`src/rtl/acp_pkg.sv`:
```
package acp_pkg;

  // Control group covered by the last parity bit, MSB first
  typedef struct packed {
    logic       priv;
    logic [1:0] size;
    logic       wr;
  } acp_ctrl_t;

  localparam int CTRL_W   = $bits(acp_ctrl_t);
  localparam int FLAG_BIT = 8;
  localparam int SYN_W    = 8;

  typedef enum logic {
    REG_STATUS  = 1'b0,
    REG_ERRADDR = 1'b1
  } acp_reg_e;

  // Parity of a zero-padded field; odd = 1 inverts the even result
  function automatic logic fold_parity(input logic [63:0] bits, input logic odd);
    return (^bits) ^ odd;
  endfunction

  // Status word layout: flag above the syndrome field
  function automatic logic [FLAG_BIT:0] pack_status(input logic flag,
                                                    input logic [SYN_W-1:0] syn);
    return {flag, syn};
  endfunction

endpackage

```
`src/rtl/acp_err_capture.sv`:
```
module acp_err_capture
  import acp_pkg::*;
#(
  parameter int ADDR_W = 32,
  parameter int NPAR   = 5,
  parameter int REG_W  = 32
) (
  input  logic              clk,
  input  logic              rst_n,
  input  logic              err_event,
  input  logic [NPAR-1:0]   mism,
  input  logic [ADDR_W-1:0] addr,
  input  logic              reg_wr,
  input  logic              reg_idx,
  input  logic [FLAG_BIT:0] reg_wdata,
  output logic              flag,
  output logic [ADDR_W-1:0] cap_addr,
  output logic [SYN_W-1:0]  syn,
  output logic              clear_req,
  output logic              capture_en,
  output logic [REG_W-1:0]  reg_rdata
);

  logic status_wr;

  assign status_wr  = reg_wr && (acp_reg_e'(reg_idx) == REG_STATUS);
  assign clear_req  = status_wr && reg_wdata[FLAG_BIT];
  // A new error wins over a clear in the same cycle
  assign capture_en = err_event && (!flag || clear_req);

  always_ff @(posedge clk or negedge rst_n) begin
    if (!rst_n) begin
      flag     <= 1'b0;
      cap_addr <= '0;
      syn      <= '0;
    end else begin
      if (capture_en) begin
        flag     <= 1'b1;
        cap_addr <= addr;
        syn      <= SYN_W'(mism);
      end else begin
        if (clear_req) flag <= 1'b0;
        if (status_wr) syn <= syn & ~reg_wdata[SYN_W-1:0];
      end
    end
  end

  always_comb begin
    if (acp_reg_e'(reg_idx) == REG_STATUS)
      reg_rdata = REG_W'(pack_status(flag, syn));
    else
      reg_rdata = REG_W'(cap_addr);
  end

endmodule

```
`config.mk`:
```
export PLATFORM = sky130hd
export DESIGN_NAME = acp_err_capture
export DESIGN_NICKNAME = d
export VERILOG_FILES = /design/src/rtl/acp_pkg.sv /design/src/rtl/acp_err_capture.sv
export SDC_FILE = /design/constraint.sdc
export NUM_CORES = 1
export LEC_CHECK = 0
export BUFFER_PORTS_ARGS = -buffer_cell sky130_fd_sc_hd__buf_2
export CAP_MARGIN = 15
export CORE_MARGIN = 2
export CORE_UTILIZATION = 35
export DETAILED_ROUTE_END_ITERATION = 12
export GPL_ROUTABILITY_DRIVEN = 0
export GPL_TIMING_DRIVEN = 1
export PLACE_DENSITY = 0.69
export SYNTH_ARGS = -nofsm -noshare
export SYNTH_HDL_FRONTEND = slang
export SYNTH_SLANG_ARGS = --single-unit
```
`constraint.sdc`:
```
create_clock -name clk -period 2.7 [get_ports clk]
set_clock_uncertainty 0.1 [all_clocks]
set_input_delay 0.81 -clock clk [delete_from_list [all_inputs] [get_ports clk]]
set_output_delay 0.81 -clock clk [all_outputs]
set_load 0.02 [all_outputs]
```
Yosys cells after proc, flatten, opt, wreduce, memory -nomap -nowiden
Cells that the tools add are included.
- flip-flop bits (word level): 41
- input bits: 51
- output and inout bits: 75
- mux-type cells: 5
- reduce and logical (&&, ||, !) cells: 7
- bitwise operators: 3
- operator list (kind ; number):
    32-bit two-way mux ; 1
    8-bit two-way mux ; 2
    8-bit bitwise AND ; 1
    8-bit inverter ; 1
    2-bit nonzero test ; 2
    1-bit logical AND ; 3
    1-bit two-way mux ; 2
    1-bit zero test ; 1
    1-bit logical OR ; 1
    1-bit inverter ; 1

Logic depth before layout (Yosys ltp)
- word-level depth: 6
- depth in mapped cells: 5
- depth with buffers taken out: 3

Worst setup path before layout
OpenSTA, ideal clock, no wires.
- kind: input port to output port
- start point: input reg_idx
- end point: output reg_rdata[5]
- path buffers: 2
- stages: 3
- arrival time: 1.594 ns
- setup slack: 0.196 ns
- path through: buf_6 clkbuf_1 o21ai_0
- cells in the longest elaborated chain, start to end: 1
- ends and longest elaborated chain (item ; RTL line ; source):
    from (decl) ; acp_err_capture.sv:14 ; input logic reg_idx,
    32-bit two-way mux ; acp_err_capture.sv:49 ; if (acp_reg_e'(reg_idx) == REG_STATUS)
    to (decl) ; acp_err_capture.sv:21 ; output logic [REG_W-1:0] reg_rdata
Every way passes these cells.

Worst setup path after layout
- start point: input reg_idx
- end point: output capture_en
- cells in the longest elaborated chain, start to end: 5
- ends and longest elaborated chain (item ; RTL line ; source):
    1-bit inverter ; -- ;
    1-bit logical AND ; acp_err_capture.sv:26 ; assign status_wr = reg_wr && (acp_reg_e'(reg_idx) == REG_STATUS);
    1-bit logical AND ; acp_err_capture.sv:27 ; assign clear_req = status_wr && reg_wdata[FLAG_BIT];
    1-bit logical OR ; acp_err_capture.sv:29 ; assign capture_en = err_event && (!flag || clear_req);
    1-bit logical AND ; acp_err_capture.sv:29 ;
    to (decl) ; acp_err_capture.sv:20 ; output logic capture_en,
Every way passes these cells.

==> impl_summary.md <==
Run status
The flow ran to the end, and the final reports show no timing, DRC or antenna violations.

Power
Across the VDD grid, the largest voltage drop is 0.000296 V. The leakage power summed over all cells is 1.42 nW. After layout, the design draws a total of roughly 2.1 mW.

Power spread over the standard cell area amounts to 791 nW/um^2.

Finish
Summing all non-filler instances in the final layout gives an area of roughly 2700 um^2. The number of antenna diodes in the final layout is 0. From synthesis to final layout, the design area changed by 42.9%. The library cell used most frequently in the layout, excluding fill and tap cells, is sky130_fd_sc_hd__buf_2. The proportion of layout cells with a drive suffix above 1 is 68.5%. In the layout the commonest cells are 124 x sky130_fd_sc_hd__buf_2, 41 x sky130_fd_sc_hd__dfrtp_1, 37 x sky130_fd_sc_hd__mux2_2.

The final net count is 317.

Die
The I/O pin count is 126. The floorplan core area is 5170 um^2. The floorplan step defined a die boundary enclosing 6030 um^2.

From left edge to right edge, the die measures 77.7 um. From bottom edge to top edge, the die measures 77.7 um. The floorplan has 26 rows. The initial cell density of the core is 36.7%.

Timing
The setup slack of the critical path after layout is 76.8 ps. The final hold violation count is 0. Setup violations remaining at the end of the flow were counted as 0.

Setup repair after global routing left no endpoint under its margin. The summed negative setup slack over all endpoints is 0 ps. The slew at the pin with the worst max-slew slack is 520 ps.

Counting I/O delays and the setup requirement, the final critical path takes 2620 ps. Final hold analysis gives a worst-case slack of approximately 430 ps. The share of the clock period used by the worst path after layout is 97.2%. The upper clock frequency limit is 381 MHz. The final number of max-transition violations came to 0.

Measured against its own limit, the worst slew margin works out to 65.3%.

Job
The max capacitance violation total is 0.

Hold path
The worst hold path belongs to the class flip-flop to flip-flop.

Critical path
Together, buffers and inverters on the worst path number 2. The startpoint identified for the worst register-to-register timing path is flag$_DFFE_PN0P_. At the worst endpoint, the required time is 1790 ps. STA classifies the critical path endpoint as an output port. The worst register-to-register path ends at cap_addr[29]$_DFFE_PN0P_. For the worst setup path, the data arrival time is about 1700 ps.

The setup path with the least slack is of type input pin to output port. The source of the critical timing path is reg_idx. The number of cells on the critical path is 4. For the worst flop-to-flop path, the logic depth is 3. The signal on the critical path passes through clkbuf_4, nand3b_4, a21boi_4, buf_2. The flop-to-flop setup slack is 1170 ps. The critical path capture point is capture_en. The slowest stage cell on the critical path is sky130_fd_sc_hd__nand3b_4. The critical path startpoint category is an input pin. In this run the worst path has a maximum fanout of 23. The cell family with the largest share of critical-path delay is buffers and inverters. The stage delay of the slowest cell on the critical path is 240 ps.

Global route
The initial antenna violation count was 0. Across every metal layer, demand over resource in global routing totals about 16%. Global routing finished with a remaining overflow of 0. The via count of the first global-routing pass was 1496.

The first-pass GRT wire length is 7470 um. The largest net degree at the start of global routing is 42.

Yosys
Sequential cells were found to cover 54.0% of the synthesized design area. Counting every net in the synthesized netlist gives 188. After synthesis the cells add up to 1900 um^2.

After synthesis, the cell types taking the most area are sky130_fd_sc_hd__dfrtp_1 54%, sky130_fd_sc_hd__mux2_2 22%, sky130_fd_sc_hd__and2_1 7.6%. The top-area cell type share of the netlist area is 54.0%. The average instance in the mapped netlist occupies between 10 and 15 um^2. Counting flops and latches in the post-synthesis netlist gives 41. Counting distinct cell types in the post-synthesis netlist gives 15. The cell taking the most area after synthesis is sky130_fd_sc_hd__dfrtp_1. After technology mapping, the gate count stands at 137.

The Yosys step of the flow raised 0 warnings.

Detailed routing
The detailed-route DRC error count is 0. Dividing the detail-routed wire length by the instance count gives ~14 um. The number of nets still failing antenna checks after routing is 0.

The detailed router's first-iteration violation count is between 50 and 60. The total length of routed wires is 4580 um. After detailed routing, the number of vias per cell comes to 4.55. The vias after detailed routing is between 1500 and 2000. The pre-antenna-repair detailed-routing pass consisted of 4 iterations.

Clock network
After clock tree synthesis, the clock-pin slew on the worst setup and hold paths is around 70 ps. The number of clock buffers added by TritonCTS is 5. The clock drives slightly above 40 sinks. Counting along the longest clock path gives a buffer depth of 2. For the worst-skew pair, the clock arrives at the later sink with an insertion delay of 280 ps. Post-CTS timing repair inserted 0 buffers for setup. TritonCTS built the clock tree. In this run the number of H-tree levels came out at 2.

The tree is rooted in a sky130_fd_sc_hd__clkbuf_8.

Place
The placed wire-length estimate after detailed placement is 3410 um. The pre-CTS setup slack is around 50 ps. Summing all placed instances gives a cell area of 2590 um^2. During placement, the flow inserted port buffers numbering 125.
==> flip-flops by register name, summed over array words and instances, names as in the netlist <==
signal and flops:
syn 8, flag 1, cap_addr 32
==> routing by layer <==
layer | global-route usage, % | part of all wire [%] | vias up
met5 | 0 | 0 | -
met4 | 5.36 | 1.4 | 0
met1 | 20.6 | 44 | 714
met2 | 25.6 | 46 | 86
li1 | - | - | 727
met3 | 3.49 | 8.6 | 7
==> report_power, final <==
part	switching (mW)	leakage (nW)	internal [mW]
combinational	0.452	0.870	0.348
sequential	0.0960	0.491	0.751
clock	0.199	0.0585	0.301
==> cell usage after synthesis <==
cell type / n
sky130_fd_sc_hd__mux2_2: 37
sky130_fd_sc_hd__and2_1: 23
sky130_fd_sc_hd__mux2_4: 6
sky130_fd_sc_hd__a211oi_1: 3
sky130_fd_sc_hd__dfrtp_1: 41
sky130_fd_sc_hd__a21o_2: 1
sky130_fd_sc_hd__a21boi_0: 5
sky130_fd_sc_hd__nand2_1: 3
sky130_fd_sc_hd__a21boi_4: 1
sky130_fd_sc_hd__o21ai_0: 3
sky130_fd_sc_hd__nand3b_4: 1
sky130_fd_sc_hd__clkbuf_1: 3
sky130_fd_sc_hd__buf_6: 5
sky130_fd_sc_hd__nor2b_1: 1
sky130_fd_sc_hd__inv_1: 4
==> worst min-delay path by stage <==
stage	start	endpoint	slack (ps)	depth (start not counted)
floorplan	rst_n	cap_addr[0]$_DFFE_PN0P_	410	0
global placement	cap_addr[17]$_DFFE_PN0P_	cap_addr[17]$_DFFE_PN0P_	410	1
detailed placement	cap_addr[1]$_DFFE_PN0P_	cap_addr[1]$_DFFE_PN0P_	410	1
CTS	syn[7]$_DFFE_PN0P_	syn[7]$_DFFE_PN0P_	420	2
global route	cap_addr[12]$_DFFE_PN0P_	cap_addr[12]$_DFFE_PN0P_	440	1
finish	syn[7]$_DFFE_PN0P_	syn[7]$_DFFE_PN0P_	430	2
==> stage by stage <==
step / util [%] / std cells
3_5_place_dp: 50.2 / 329
3_3_place_gp: 50.2 / 329
4_1_cts: 52.4 / 337
2_1_floorplan: - / 137
6_report: 52.5 / 337
5_1_grt: 52.5 / 337
==> repair_timing <==
item,4_1_cts,5_1_grt
hold buffers,0,0
resized for setup,0,1
endpoints found under the setup margin,0,2
==> logic make-up after synthesis <==
logic type / synth area share, %
multiplexers: 26.7
AND/OR/NAND/NOR: 9.55
flip-flops: 54.0
AO/OA/AOI/OAI: 5.40
buffers and inverters: 4.35
==> cell type report <==
| cell class | instances | area, um^2 |
|---|---|---|
| fill | 463 | 2460 |
| inverter | 4 | 15.0 |
| timing repair buffer | 130 | 678 |
| clock buffer | 7 | 86.3 |
| clock inverter | 1 | 30.0 |
| sequential | 41 | 1030 |
| multi-input combinational | 84 | 791 |
| tap | 70 | 87.6 |
==> worst register-to-register path: stages, from the launching register on <==
cell                       delay (ps)
sky130_fd_sc_hd__dfrtp_1          440
sky130_fd_sc_hd__a21boi_4         220
sky130_fd_sc_hd__buf_12           270
sky130_fd_sc_hd__mux2_2           390
Note: power is estimated with default switching activity, not from simulation.
